<file path="src/rtl/vag_pkg.sv">
package vag_pkg;
  typedef enum logic [1:0] {
    MODE_UNIT   = 2'b00,
    MODE_STRIDE = 2'b01,
    MODE_INDEX  = 2'b10,
    MODE_ALT    = 2'b11
  } agen_mode_e;
endpackage

</file>
<file path="src/rtl/vag_ctrl.sv">
module vag_ctrl #(
  parameter int ELEMS = 64,
  localparam int IW = $clog2(ELEMS)
) (
  input  logic          clk_i,
  input  logic          rst_ni,
  input  logic          start_i,
  input  logic          ready_i,
  output logic          valid_o,
  output logic [IW-1:0] elem_o,
  output logic          done_o,
  output logic          launch_o,
  output logic          advance_o
);
  localparam logic [IW-1:0] LAST = IW'(ELEMS - 1);

  logic          busy_q, done_q;
  logic [IW-1:0] elem_q;
  logic          fire, last;

  assign fire      = busy_q & ready_i;
  assign last      = (elem_q == LAST);
  assign launch_o  = start_i & ~busy_q;
  assign advance_o = fire & ~last;

  always_ff @(posedge clk_i or negedge rst_ni) begin
    if (!rst_ni) begin
      busy_q <= 1'b0;
      elem_q <= '0;
      done_q <= 1'b0;
    end else begin
      done_q <= fire & last;
      if (launch_o) begin
        busy_q <= 1'b1;
        elem_q <= '0;
      end else if (fire) begin
        if (last) busy_q <= 1'b0;
        else      elem_q <= elem_q + IW'(1);
      end
    end
  end

  assign valid_o = busy_q;
  assign elem_o  = elem_q;
  assign done_o  = done_q;

  AST_HOLD_STALL: assert property (@(posedge clk_i) disable iff (!rst_ni)
    valid_o && !ready_i |=> valid_o && $stable(elem_o)) else $error("hold");
  AST_ELEM_STEP: assert property (@(posedge clk_i) disable iff (!rst_ni)
    valid_o && ready_i && !last |=> valid_o && (elem_o == $past(elem_o) + IW'(1))) else $error("step");
  AST_DONE_AFTER_LAST: assert property (@(posedge clk_i) disable iff (!rst_ni)
    valid_o && ready_i && last |=> done_o && !valid_o) else $error("done");
  AST_DONE_PULSE: assert property (@(posedge clk_i) disable iff (!rst_ni)
    done_o |=> !done_o) else $error("pulse");
  AST_FIRST_ELEM: assert property (@(posedge clk_i) disable iff (!rst_ni)
    !valid_o && start_i |=> valid_o && (elem_o == '0)) else $error("first");
endmodule

</file>
<file path="src/rtl/vag_agen.sv">
module vag_agen
  import vag_pkg::*;
#(
  parameter int AW = 32
) (
  input  logic          clk_i,
  input  logic          rst_ni,
  input  logic          launch_i,
  input  logic          advance_i,
  input  logic [1:0]    mode_i,
  input  logic          store_i,
  input  logic [AW-1:0] base_i,
  input  logic [AW-1:0] stride_i,
  input  logic [AW-1:0] idx_data_i,
  output logic [AW-1:0] addr_o,
  output logic          store_o
);
  agen_mode_e    mode_in, mode_q;
  logic [AW-1:0] base_q, step_q, addr_q;
  logic          store_q;

  assign mode_in = agen_mode_e'(mode_i);

  always_ff @(posedge clk_i or negedge rst_ni) begin
    if (!rst_ni) begin
      mode_q  <= MODE_UNIT;
      base_q  <= '0;
      step_q  <= '0;
      addr_q  <= '0;
      store_q <= 1'b0;
    end else if (launch_i) begin
      mode_q  <= mode_in;
      base_q  <= base_i;
      store_q <= store_i;
      step_q  <= (mode_in == MODE_STRIDE) ? stride_i : AW'(1);
      // index 0 is already on the read port while idle
      addr_q  <= (mode_in == MODE_INDEX) ? base_i + idx_data_i : base_i;
    end else if (advance_i) begin
      addr_q  <= (mode_q == MODE_INDEX) ? base_q + idx_data_i : addr_q + step_q;
    end
  end

  assign addr_o  = addr_q;
  assign store_o = store_q;

  AST_ADDR_QUIET: assert property (@(posedge clk_i) disable iff (!rst_ni)
    !launch_i && !advance_i |=> $stable(addr_o)) else $error("addr");
  AST_UNIT_BASE: assert property (@(posedge clk_i) disable iff (!rst_ni)
    launch_i && (mode_i != 2'b10) |=> addr_o == $past(base_i)) else $error("base");
endmodule

</file>
<file path="src/rtl/vag_top.sv">
module vag_top #(
  parameter int ELEMS = 64,
  parameter int AW    = 32,
  localparam int IW   = $clog2(ELEMS)
) (
  input  logic          clk_i,
  input  logic          rst_ni,
  input  logic          start_i,
  input  logic [1:0]    mode_i,
  input  logic          store_i,
  input  logic [AW-1:0] base_i,
  input  logic [AW-1:0] stride_i,
  output logic [IW-1:0] idx_addr_o,
  input  logic [AW-1:0] idx_data_i,
  output logic          req_valid_o,
  input  logic          req_ready_i,
  output logic [AW-1:0] req_addr_o,
  output logic [IW-1:0] req_elem_o,
  output logic          req_store_o,
  output logic          done_o
);
  logic launch, advance;

  vag_ctrl #(.ELEMS(ELEMS)) u_ctrl (
    .clk_i    (clk_i),
    .rst_ni   (rst_ni),
    .start_i  (start_i),
    .ready_i  (req_ready_i),
    .valid_o  (req_valid_o),
    .elem_o   (req_elem_o),
    .done_o   (done_o),
    .launch_o (launch),
    .advance_o(advance)
  );

  vag_agen #(.AW(AW)) u_agen (
    .clk_i     (clk_i),
    .rst_ni    (rst_ni),
    .launch_i  (launch),
    .advance_i (advance),
    .mode_i    (mode_i),
    .store_i   (store_i),
    .base_i    (base_i),
    .stride_i  (stride_i),
    .idx_data_i(idx_data_i),
    .addr_o    (req_addr_o),
    .store_o   (req_store_o)
  );

  // read the index one element ahead of the request
  assign idx_addr_o = req_valid_o ? req_elem_o + IW'(1) : '0;

  AST_DIR_HOLD: assert property (@(posedge clk_i) disable iff (!rst_ni)
    req_valid_o |=> $stable(req_store_o)) else $error("dir");
  AST_IDX_IDLE: assert property (@(posedge clk_i) disable iff (!rst_ni)
    !req_valid_o |-> idx_addr_o == '0) else $error("idx");
endmodule

</file>
<file path="config.mk">
export PLATFORM = sky130hd
export DESIGN_NAME = vag_top
export DESIGN_NICKNAME = d
export VERILOG_FILES = /design/src/rtl/vag_pkg.sv /design/src/rtl/vag_ctrl.sv /design/src/rtl/vag_agen.sv /design/src/rtl/vag_top.sv
export SDC_FILE = /design/constraint.sdc
export NUM_CORES = 1
export LEC_CHECK = 0
export ABC_AREA = 0
export BUFFER_PORTS_ARGS = -buffer_cell sky130_fd_sc_hd__buf_2
export CELL_PAD_IN_SITES_DETAIL_PLACEMENT = 0
export CELL_PAD_IN_SITES_GLOBAL_PLACEMENT = 2
export CORE_ASPECT_RATIO = 1.5
export CORE_MARGIN = 5
export CORE_UTILIZATION = 38
export CTS_BUF_LIST = sky130_fd_sc_hd__clkbuf_8
export DETAILED_ROUTE_END_ITERATION = 8
export PLACE_DENSITY_LB_ADDON = 0.1
export REMOVE_ABC_BUFFERS = 1
export SETUP_SLACK_MARGIN = 0.1
export SYNTH_ARGS = -nofsm -noshare
export SYNTH_HDL_FRONTEND = slang
export SYNTH_HIERARCHICAL = 1
export SYNTH_SLANG_ARGS = --single-unit
</file>
<file path="constraint.sdc">
create_clock -name clk_i -period 5.57 [get_ports clk_i]
set_clock_uncertainty 0.2 [all_clocks]
set_input_delay 0.2785 -clock clk_i [delete_from_list [all_inputs] [get_ports clk_i]]
set_output_delay 0.2785 -clock clk_i [all_outputs]
set_load 0.05 [all_outputs]
</file>
==> summary.md, run 1 <==
| Metric | Value |
|---|---|
| Final-stage net count | `between 1500 and 2000` |
| Mean post-synth cell area | `between 8 and 9 um2` |
| RSZ-0062 raised after global routing | `false` |
| Largest cells by area after synthesis | `dfrtp_1 27%, ha_1 12%, o21ai_0 6.6%` |
| Setup Viol. Count Final | `0` |
| Die width | `about 140 um` |
| Post-synth EDFFs | `0` |
| Antenna violations before repair | `0` |
| Synth Area in Adders | `0.128` |
| Slew HR | `0.317` |
| CP peak stage delay | `between 0.5 and 0.6 ns` |
| Setup Total Neg Slack | `0 ns` |
| Ys flop type | `dfrtp_1` |
| Port bufs | `approximately 150` |
| CP Cell Sequence | `dlygate4sd3_1 -> buf_2 -> ha_1 -> fa_1 -> a21oi_1 -> o21ai_1 -> a21oi_2 -> o21ai_1 -> o21ai_1 -> a211oi_1 -> nand2b_1 -> a221o_1 -> a21oi_1 -> xor2_1 -> o221ai_1` |
| Layout area overhead | `19.8%` |
| Clk Latency, worst-skew pair | `0.42 ns` |
| Slowest CP cell | `dlygate4sd3_1` |
| Average wire per standard cell | `19.1 um` |
| Final wirelength | `32900 um` |
| Final Hold Vio Count | `0` |
| DIE AREA | `0.0291 mm2` |
| Num CTS Buffers | `9` |
| Crit-path leading delay family | `compound AO/OA/AOI/OAI gates` |
| Routed vias | `9298` |
| Critical path endpoint category | `flop` |
| Crit-path max FO | `4` |
| Total track usage | `0.225` |
| Vias in the first global route | `9472` |
| DP Cell Count | `1643` |
| First-pass GRT wire length | `51000 um` |
| Max_cap viols | `0` |
| Clock-pin slew on the worst setup and hold paths | `around 0.12 ns` |
| CTS Hold Buffers Added | `70` |
| Worst Path Required | `around 5.7 ns` |
| Sequential share of the synthesized area | `0.274` |
| H-tree levels | `3` |
| Synth Register Bits | `107` |
| Max frequency | `249 MHz` |
| Xor/xnor share of the synthesized area | `0.0698` |
| Critical path launch point type | `input pin` |
| Post-DP HPWL | `about 26000 um` |
| Asr flop ratio synth | `1.00` |
| Area leader, netlist | `dfrtp_1` |
| Remaining routing DRC violations | `0` |
| Final Instance Count excl. Fillers | `1728` |
| Yosys top cell area share | `0.274` |
| Slew @ Worst Pin | `roughly 1 ns` |
| Postcts setup bufs | `0` |
| Simple-Gate Fraction of Synth Area | `0.163` |
| Clock root cell | `clkbuf_8` |
| Initial Util | `0.382` |
| Max VDD drop | `0.536 mV` |
| Synthesis Warnings | `6` |
| Core Area | `between 0.02 and 0.03 mm2` |
| Worst EP arrival | `between 4 and 5 ns` |
| Most frequent cells in the layout | `148 x nand2_1, 148 x buf_2, 129 x o21ai_0, 107 x dfrtp_1, 106 x a21oi_1` |
| CP bufs+invs | `2` |
| Fin crit share | `0.722` |
| CP Class | `in -> reg` |
| Main combinational cell family by area after synthesis | `compound AO/OA/AOI/OAI gates` |
| Leak | `5.36 nW` |
| Post-route minimum period | `4.02 ns` |
| Largest net degree at the start of global routing | `62` |
| Die height | `between 200 and 250 um` |
| Initial DRC Count | `just under 300` |
| Post-synthesis compound-gate area fraction | `0.277` |
| Proportion of layout cells with a drive suffix above 1 | `0.169` |
| Core Util, Final | `0.457` |
| Top cell by count, worst path | `o21ai_1` |
| Cells after Synth | `~1200` |
| Distinct cells, synth | `73` |
| Gr ovfl total | `0` |
| Final Max Tran Viols | `0` |
| Status | `complete, no violations` |
| Diodes inserted | `0` |
| Routed Antenna Nets | `0` |
| Gpl congestion | `0.870` |
| Multiplexer share of the synthesized area | `0.0486` |
| Via density per instance | `around 5.4` |
| Ports | `150` |
| Post-Syn Area | `0.00977 mm2` |
| # rows | `slightly above 70` |
| P per Cell Area | `just over 400 mW/mm2` |
| CTS resizes | `0` |
| First-pass DRT Iterations | `5` |
| CTS tree | `yes` |
| Clock sink count | `approximately 110` |
| Worst hold path type | `in -> reg` |
| CTS Buffer Depth | `2` |
[kinds of logic (layout without fill, tap and decap cells)]
kind of cell / Yosys count / count (layout)
AO/OA/AOI/OAI: 432 / 432
XOR/XNOR: 77 / 77
adder cells (fa/ha/maj): 98 / 98
buffers and inverters: 103 / 297
flip-flops: 107 / 107
multiplexers: 43 / 43
AND/OR/NAND/NOR: 341 / 341
[metrics by stage]
stage               hold slack, ns  cell area, um2  total power, mW  setup slack, ns
global placement             0.247           10800             4.20             1.67
global route                 0.121           11700             5.11             1.39
CTS                         0.0568           11700             4.79             1.54
finish                      0.0873           11700             4.72             1.55
floorplan                   -0.217            9580             3.42             1.41
detailed placement           0.247           10800             4.22             1.63
[cells in the mapped netlist, drive strengths merged, types with 17 or more instances]
| cell | count |
|---|---|
| mux2 | 35 |
| o211ai | 18 |
| inv | 54 |
| a21oi | 108 |
| nand2 | 148 |
| nor2 | 70 |
| nor2b | 20 |
| dfrtp | 107 |
| nand3 | 26 |
| ha | 95 |
| o21ai | 148 |
| xor2 | 31 |
| clkbuf | 43 |
| a21o | 47 |
| xnor2 | 46 |
| o21a | 17 |
[flip-flops by register name, summed over array words and instances, names as in the netlist]
signal	flops
u_ctrl/elem_o	6
u_agen/step_q	32
u_agen/addr_o	32
u_ctrl/done_o	1
u_ctrl/valid_o	1
u_agen/mode_q	2
u_agen/store_o	1
u_agen/base_q	32
[worst reg2reg max path: cells and delay by family, from the launching register on]
kind / cells / cell delay, ns
XOR/XNOR: 1 / 0.20
AND/OR/NAND/NOR: 1 / 0.05
adder cells (fa/ha/maj): 2 / 0.67
AO/OA/AOI/OAI: 9 / 2.05
flip-flops: 1 / 0.43
[power by group]
part	leakage, nW	switching, mW	internal [mW]
clock	0.0926	0.337	0.171
sequential	1.29	0.235	0.968
combinational	3.98	1.91	1.10
total	5.36	2.48	2.24
[per-layer routing]
layer  routed length (um)  GRT usage  vias to the layer above  part of all wire
met5                    0          0                        -                 0
met4                 1450      0.112                        0             0.044
met3                  885     0.0197                       50             0.027
met2                18200      0.439                      171              0.55
met1                12400      0.240                     4361              0.38
li1                     -          -                     4716                 -
[path summary, 6_finish.rpt]
check	start	end	slack, ns	cells after the start
min	idx_data_i[0]	u_agen/addr_o[0]	0.09	4
min in group asynchronous	rst_ni	u_agen/base_q[11]	0.31	2
max	base_i[0]	u_agen/addr_o[26]	1.55	15
max reg2reg	u_agen/addr_o[0]	u_agen/addr_o[28]	1.85	13
min reg2reg	u_agen/store_o	u_agen/store_o	0.32	1
max in group asynchronous	rst_ni	u_ctrl/elem_o[5]	3.66	3
[area by class of cell]
type                    count  area (um2)
clock buffers               9         124
clock inverters             6        55.1
fillers                  2714       13900
inverters                  54         205
multi-input cells         991        6710
flip-flops and latches    107        2680
well taps                 333         417
repair buffers            228        1520
Note: power is estimated with default switching activity, not from simulation.
==> inputs of run 2 (changes only) <==
--- a/config.mk
+++ b/config.mk
@@ -11,7 +11,7 @@
 export CELL_PAD_IN_SITES_GLOBAL_PLACEMENT = 2
 export CORE_ASPECT_RATIO = 1.5
 export CORE_MARGIN = 5
-export CORE_UTILIZATION = 38
+export CORE_UTILIZATION = 35
 export CTS_BUF_LIST = sky130_fd_sc_hd__clkbuf_8
 export DETAILED_ROUTE_END_ITERATION = 8
 export PLACE_DENSITY_LB_ADDON = 0.1
==> constraint.sdc (replaced) <==
create_clock -name clk_i -period 3.8 [get_ports clk_i]
set_clock_uncertainty 0.2 [all_clocks]
set_input_delay 0.19 -clock clk_i [delete_from_list [all_inputs] [get_ports clk_i]]
set_output_delay 0.19 -clock clk_i [all_outputs]
set_load 0.05 [all_outputs]
==> run 2 against run 1 <==
Against the previous run:
- sequential share of layout area down 0.53 points
- via count up 1.5%
- non-clock buffer count up 20
- setup slack worse by 1.3 ns
- combinational power up 49%
- clock-buffer cell count unchanged
- global-route usage down 0.93 points
- hold slack better by 0.0027 ns
- highest routed layer unchanged
==> summary.md, run 2 (synthesis gave the netlist of run 1 again) <==
| Metric | Value |
|---|---|
| Clock sink count | `107 (unchanged)` |
| Die width | `146 um (+3.9%)` |
| Proportion of layout cells with a drive suffix above 1 | `0.189 (+0.0194)` |
| CP Class | `in -> reg` |
| Final Max Tran Viols | `0 (unchanged)` |
| Vias in the first global route | `9930 (+4.8%)` |
| Setup ws final | `0.221 ns (-1.33 ns)` |
| # rows | `75 (+4.2%)` |
| Worst hold path type | `in -> reg` |
| Final Instance Count excl. Fillers | `1762 (+2.0%)` |
| Setup Slack @ Placement | `0.194 ns (-1.43 ns)` |
| Fin crit share | `0.942` |
| Clk Latency, worst-skew pair | `0.44 ns (+0.02 ns)` |
| RSZ-0062 raised after global routing | `false` |
| Placed Area | `0.0110 mm2 (+1.6%)` |
| Initial DRC Count | `432 (+47%)` |
| Routed Antenna Nets | `0 (unchanged)` |
| First-pass DRT Iterations | `5 (unchanged)` |
| Status | `complete, no violations` |
| Die height | `215 um (+4.0%)` |
| Worst r2r src | `u_agen/addr_o[1]` |
| Final Hold Vio Count | `0 (unchanged)` |
| Num CTS Buffers | `9 (unchanged)` |
| CP Launch Point | `base_i[0]` |
| Crit-path max FO | `3 (-1)` |
| DIE AREA | `0.0314 mm2 (+8.1%)` |
| Gr ovfl total | `0 (unchanged)` |
| Post-DP HPWL | `26400 um (+3.0%)` |
| Slew HR | `0.341 (+0.0234)` |
| Diodes inserted | `0 (unchanged)` |
| Gpl congestion | `0.866 (-0.44%)` |
| Core Area | `0.0278 mm2 (+8.6%)` |
| Post-route cell area | `0.0120 mm2 (+2.4%)` |
| Initial Util | `0.352 (-0.0301)` |
| Worst Path Required | `3.92 ns (-1.74 ns)` |
| Total track usage | `0.216 (-0.00930)` |
| Register area | `0.00268 mm2 (unchanged)` |
| Leak | `5.47 nW (+2.1%)` |
| Final-stage net count | `1612 (+1.3%)` |
| Layout area overhead | `22.6%` |
| Critical path endpoint category | `flop` |
| Total Power | `7.02 mW (+49%)` |
| Routed vias | `9437 (+1.5%)` |
| Critical path launch point type | `input pin` |
| Slew @ Worst Pin | `0.989 ns (-0.0351 ns)` |
| Via density per instance | `5.36 (-0.46%)` |
| Remaining routing DRC violations | `0 (unchanged)` |
| Ports | `150 (unchanged)` |
| Max frequency | `between 200 and 300 MHz` |
| Antenna violations before repair | `0 (unchanged)` |
| Setup Viol. Count Final | `0 (unchanged)` |
| CTS Buffer Depth | `2 (unchanged)` |
| Most frequent cells in the layout | `148 x nand2_1, 148 x buf_2, 129 x o21ai_0, 107 x dfrtp_1, 103 x a21oi_1` |
| Worst EP arrival | `3.70 ns (-0.41 ns)` |
| First-pass GRT wire length | `53600 um (+5.1%)` |
| Footprint of the multi-input gates | `0.00677 mm2 (+0.93%)` |
| Port bufs | `149 (unchanged)` |
| P per Cell Area | `586 mW/mm2 (+45%)` |
| H-tree levels | `3 (unchanged)` |
| Hold_sp | `idx_data_i[31]` |
| Largest net degree at the start of global routing | `77 (+24%)` |
| DP Cell Count | `1672 (+1.8%)` |
| Clock-pin slew on the worst setup and hold paths | `0.12 ns (about the same)` |
| Clock root cell | `clkbuf_8` |
| Post-route minimum period | `3.58 ns` |
| CTS tree | `yes` |
| Filler cells | `2920 (+7.6%)` |
| Final wirelength | `33900 um (+3.1%)` |
| Average wire per standard cell | `19.3 um (+1.1%)` |
| Max VDD drop | `0.490 mV (-8.7%)` |
| Max_cap viols | `0 (unchanged)` |
[run 2: cell types whose count changed in the layout (fill, tap and decap cells not counted), sizes merged]
| cell | delta |
|---|---|
| clkinv | -1 |
| inv | +1 |
| buf | +18 |
| clkinvlp | +1 |
| dlygate4sd3 | +2 |
[run 2: per-stage QoR]
step           hold slack [ns]   util  TNS (ns)
2_1_floorplan           -0.306      -    -12.04
3_3_place_gp             0.163  0.396         0
3_5_place_dp             0.171  0.396         0
4_1_cts                 0.0515  0.428         0
5_1_grt                  0.175  0.431         0
6_report                0.0900  0.431         0
[run 2: layout make-up]
class	instances	share of cell area
Multi-Input combinational cell	991	0.565
Sequential cell	107	0.224
Timing Repair Buffer	248	0.143
Tap cell	346	0.0361
Inverter	54	0.0171
Clock buffer	9	0.0103
Clock inverter	7	0.00501
[run 2: layer usage]
layer,part of all wire,global-route usage,routed length (um)
met5,0,0,0
met4,0.038,0.0951,1300
met3,0.024,0.0209,800
met2,0.57,0.430,19200
met1,0.37,0.225,12600
[run 2: worst max-delay path, cell delays in order]
cell           delay, ns
dlygate4sd3_1       0.53
buf_2               0.13
ha_2                0.20
fa_2                0.40
a21oi_1             0.17
buf_4               0.16
o21ai_1             0.11
a21oi_2             0.22
o21ai_2             0.09
o21ai_2             0.22
a211oi_2            0.11
nand2b_4            0.15
a221o_1             0.39
a211oi_2            0.25
xor2_1              0.26
a211oi_1            0.11
[run 2: path summary, 6_finish.rpt]
kind / slack [ns] / depth (start not counted) / end
max: 0.22 / 16 / u_agen/addr_o[28]
min reg2reg: 0.32 / 1 / u_agen/store_o
min in group asynchronous: 0.20 / 2 / u_agen/base_q[5]
max in group asynchronous: 2.42 / 3 / u_ctrl/valid_o
max reg2reg: 0.33 / 12 / u_agen/addr_o[31]
min: 0.09 / 5 / u_agen/addr_o[31]
[run 2: repair_timing]
action	in CTS	in global routing
gates resized for setup	0	14
buffers inserted	0	2
hold endpoints to repair	144	0
setup endpoints to repair	0	6
hold buffers	72	0
[run 2: report_power, final]
part	switching, mW	internal [mW]	total, mW
registers	0.356	1.42	1.78
clock network	0.504	0.252	0.756
logic	2.83	1.66	4.49
==> inputs of run 3 (changes only) <==
--- a/config.mk
+++ b/config.mk
@@ -14,8 +14,8 @@
 export CORE_UTILIZATION = 35
 export CTS_BUF_LIST = sky130_fd_sc_hd__clkbuf_8
 export DETAILED_ROUTE_END_ITERATION = 8
+export HOLD_SLACK_MARGIN = 0.1
 export PLACE_DENSITY_LB_ADDON = 0.1
-export REMOVE_ABC_BUFFERS = 1
 export SETUP_SLACK_MARGIN = 0.1
 export SYNTH_ARGS = -nofsm -noshare
 export SYNTH_HDL_FRONTEND = slang
==> run 3 against run 2 <==
Against the previous run:
- clock-buffer cell count stayed put
- core utilization is 0.23 points lower
- global-route usage is 1.1 points lower
- critical path depth is 2 lower
- sequential cell count stayed put
- setup slack better by 0.090 ns
- die area stayed put
==> summary.md, run 3 (synthesis gave the netlist of run 1 again) <==
| Metric | Value |
|---|---|
| Status | `complete, no violations` |
| Max_cap viols | `0 (unchanged)` |
| Initial DRC Count | `387 (-10%)` |
| Proportion of layout cells with a drive suffix above 1 | `0.173 (-0.0153)` |
| Worst hold path type | `in -> reg` |
| DIE AREA | `0.0314 mm2 (unchanged)` |
| Register area | `0.00268 mm2 (unchanged)` |
| Hold Crit Endpoint | `u_agen/addr_o[30]` |
| Final wirelength | `32200 um (-5.1%)` |
| Setup slack, reg-to-reg | `0.34 ns (about the same)` |
| Gr ovfl total | `0 (unchanged)` |
| Total Power | `7.04 mW (+0.37%)` |
| Critical path launch point type | `input pin` |
| Footprint of the multi-input gates | `0.00672 mm2 (-0.65%)` |
| First-pass DRT Iterations | `5 (unchanged)` |
| Clk Latency, worst-skew pair | `0.44 ns (about the same)` |
| # rows | `75 (unchanged)` |
| Final Hold Vio Count | `0 (unchanged)` |
| Reg2Reg Depth | `13 (+1)` |
| Hold depth | `4 (-1)` |
| Filler cells | `2907 (-0.45%)` |
| H-tree levels | `3 (unchanged)` |
| Post-route cell area | `0.0119 mm2 (-0.53%)` |
| Via density per instance | `5.30 (-0.97%)` |
| Fin crit share | `0.918 (-0.0236)` |
| FF-to-FF End | `u_agen/addr_o[30]` |
| Placed Area | `0.0109 mm2 (-0.61%)` |
| Leak | `5.44 nW (-0.56%)` |
| First-pass GRT wire length | `51900 um (-3.1%)` |
| Port bufs | `149 (unchanged)` |
| Die width | `146 um (unchanged)` |
| Slew @ Worst Pin | `0.878 ns (-0.111 ns)` |
| Critical path endpoint category | `flop` |
| Clock-pin slew on the worst setup and hold paths | `0.10 ns (-0.02 ns)` |
| Core Util, Final | `0.429 (-0.00230)` |
| Final-stage net count | `1606 (-0.37%)` |
| Slew HR | `0.415 (+0.0740)` |
| Clock sink count | `107 (unchanged)` |
| Die height | `215 um (unchanged)` |
| Initial Util | `0.352 (unchanged)` |
| Worst r2r src | `u_agen/base_q[0]` |
| Post-route minimum period | `3.49 ns (-0.0897 ns)` |
| Remaining routing DRC violations | `0 (unchanged)` |
| Setup Total Neg Slack | `0 ns (unchanged)` |
| Slowest CP cell | `dlygate4sd3_1` |
| Clock root cell | `clkbuf_8` |
| CP bufs+invs | `2 (-1)` |
| Gpl congestion | `0.831 (-4.0%)` |
| CP peak stage delay | `0.54 ns (about the same)` |
| CTS Buffer Depth | `2 (unchanged)` |
| Most frequent cells in the layout | `148 x nand2_1, 148 x buf_2, 128 x o21ai_0, 107 x dfrtp_1, 104 x a21oi_1` |
| Post-DP HPWL | `25200 um (-4.6%)` |
| Crit-path max FO | `4 (+1)` |
| CP Cell Sequence | `dlygate4sd3_1 -> buf_2 -> ha_1 -> a21o_1 -> a21o_1 -> a31oi_2 -> o21ai_1 -> a41oi_2 -> o2111ai_1 -> a31oi_1 -> xor2_1 -> or3_1 -> and3_1 -> a211oi_2` |
| Largest net degree at the start of global routing | `66 (-14%)` |
| Routed vias | `9303 (-1.4%)` |
| Routed Antenna Nets | `0 (unchanged)` |
| Hold_sp | `idx_data_i[30]` |
| CP Class | `in -> reg` |
| Total track usage | `0.205 (-0.0115)` |
| Layout area overhead | `22.0%` |
| Max frequency | `287 MHz (+2.6%)` |
| Average wire per standard cell | `18.4 um (-4.7%)` |
| Antenna violations before repair | `0 (unchanged)` |
| Worst EP arrival | `3.64 ns (-0.06 ns)` |
| Worst Path Required | `3.95 ns (+0.03 ns)` |
| Synth Net Count | `1402` |
| Vias in the first global route | `9581 (-3.5%)` |
| Diodes inserted | `0 (unchanged)` |
| Final Max Tran Viols | `0 (unchanged)` |
| Ports | `150 (unchanged)` |
| Core Area | `0.0278 mm2 (unchanged)` |
| CTS tree | `yes` |
| RSZ-0062 raised after global routing | `false` |
| Top cell by count, worst path | `a21o_1` |
| Crit-path leading delay family | `compound AO/OA/AOI/OAI gates` |
| Setup Viol. Count Final | `0 (unchanged)` |
| Max VDD drop | `0.500 mV (+2.1%)` |
| Num CTS Buffers | `9 (unchanged)` |
| P per Cell Area | `591 mW/mm2 (+0.91%)` |
run 3: final cells by class:
| cell class | instances | area share |
|---|---|---|
| repair buffers | 242 | 0.141 |
| clock inverters | 5 | 0.00609 |
| clock buffers | 9 | 0.0104 |
| inverters | 54 | 0.0172 |
| well taps | 346 | 0.0363 |
| multi-input cells | 991 | 0.564 |
| flip-flops and latches | 107 | 0.225 |
run 3: tightest hold or removal path: cells and delay by family:
family / cells / cell delay (ns)
adders and majority gates: 1 / 0.17
xor gates and xnor gates: 1 / 0.18
buffers and inverters: 1 / 0.11
AOI/OAI and AO/OA: 1 / 0.09
run 3: routing by layer:
layer  vias up  track usage  routed length [um]
met2       161        0.336               15200
li1       4759            -                   -
met1      4355        0.281               15500
met4         0       0.0578                 533
met3        28       0.0283                 979
met5         -            0                   0
run 3: report_power, final:
group / internal (mW) / switching (mW)
clock network: 0.359 / 0.439
registers: 1.42 / 0.341
logic: 1.65 / 2.84
total: 3.43 / 3.62
run 3: worst max-delay path by stage:
stage | end | startpoint | slack, ns | depth (start not counted)
global placement | u_agen/addr_o[26] | base_i[0] | 0.18 | 14
global route | u_agen/addr_o[30] | u_agen/base_q[0] | 0.11 | 13
floorplan | u_agen/addr_o[28] | u_agen/addr_o[0] | 0.38 | 13
finish | u_agen/addr_o[31] | base_i[1] | 0.31 | 14
CTS | u_agen/addr_o[28] | u_agen/addr_o[0] | 0.21 | 13
detailed placement | u_agen/addr_o[26] | base_i[0] | 0.18 | 14
run 3: metrics by stage:
stage / hold slack, ns / worst slack (ns) / std cells
2_1_floorplan: -0.306 / 0.383 / 1201
3_3_place_gp: 0.0527 / 0.176 / 1663
3_5_place_dp: 0.0519 / 0.176 / 1663
4_1_cts: 0.113 / 0.213 / 1754
5_1_grt: 0.144 / 0.106 / 1754
6_report: 0.142 / 0.311 / 1754
run 3: what timing repair did:
action,4_1_cts,5_1_grt
setup endpoints to repair,0,5
hold buffers,77,0
setup buffers,0,0
endpoints found under the hold margin,161,0
gates resized for setup,0,6
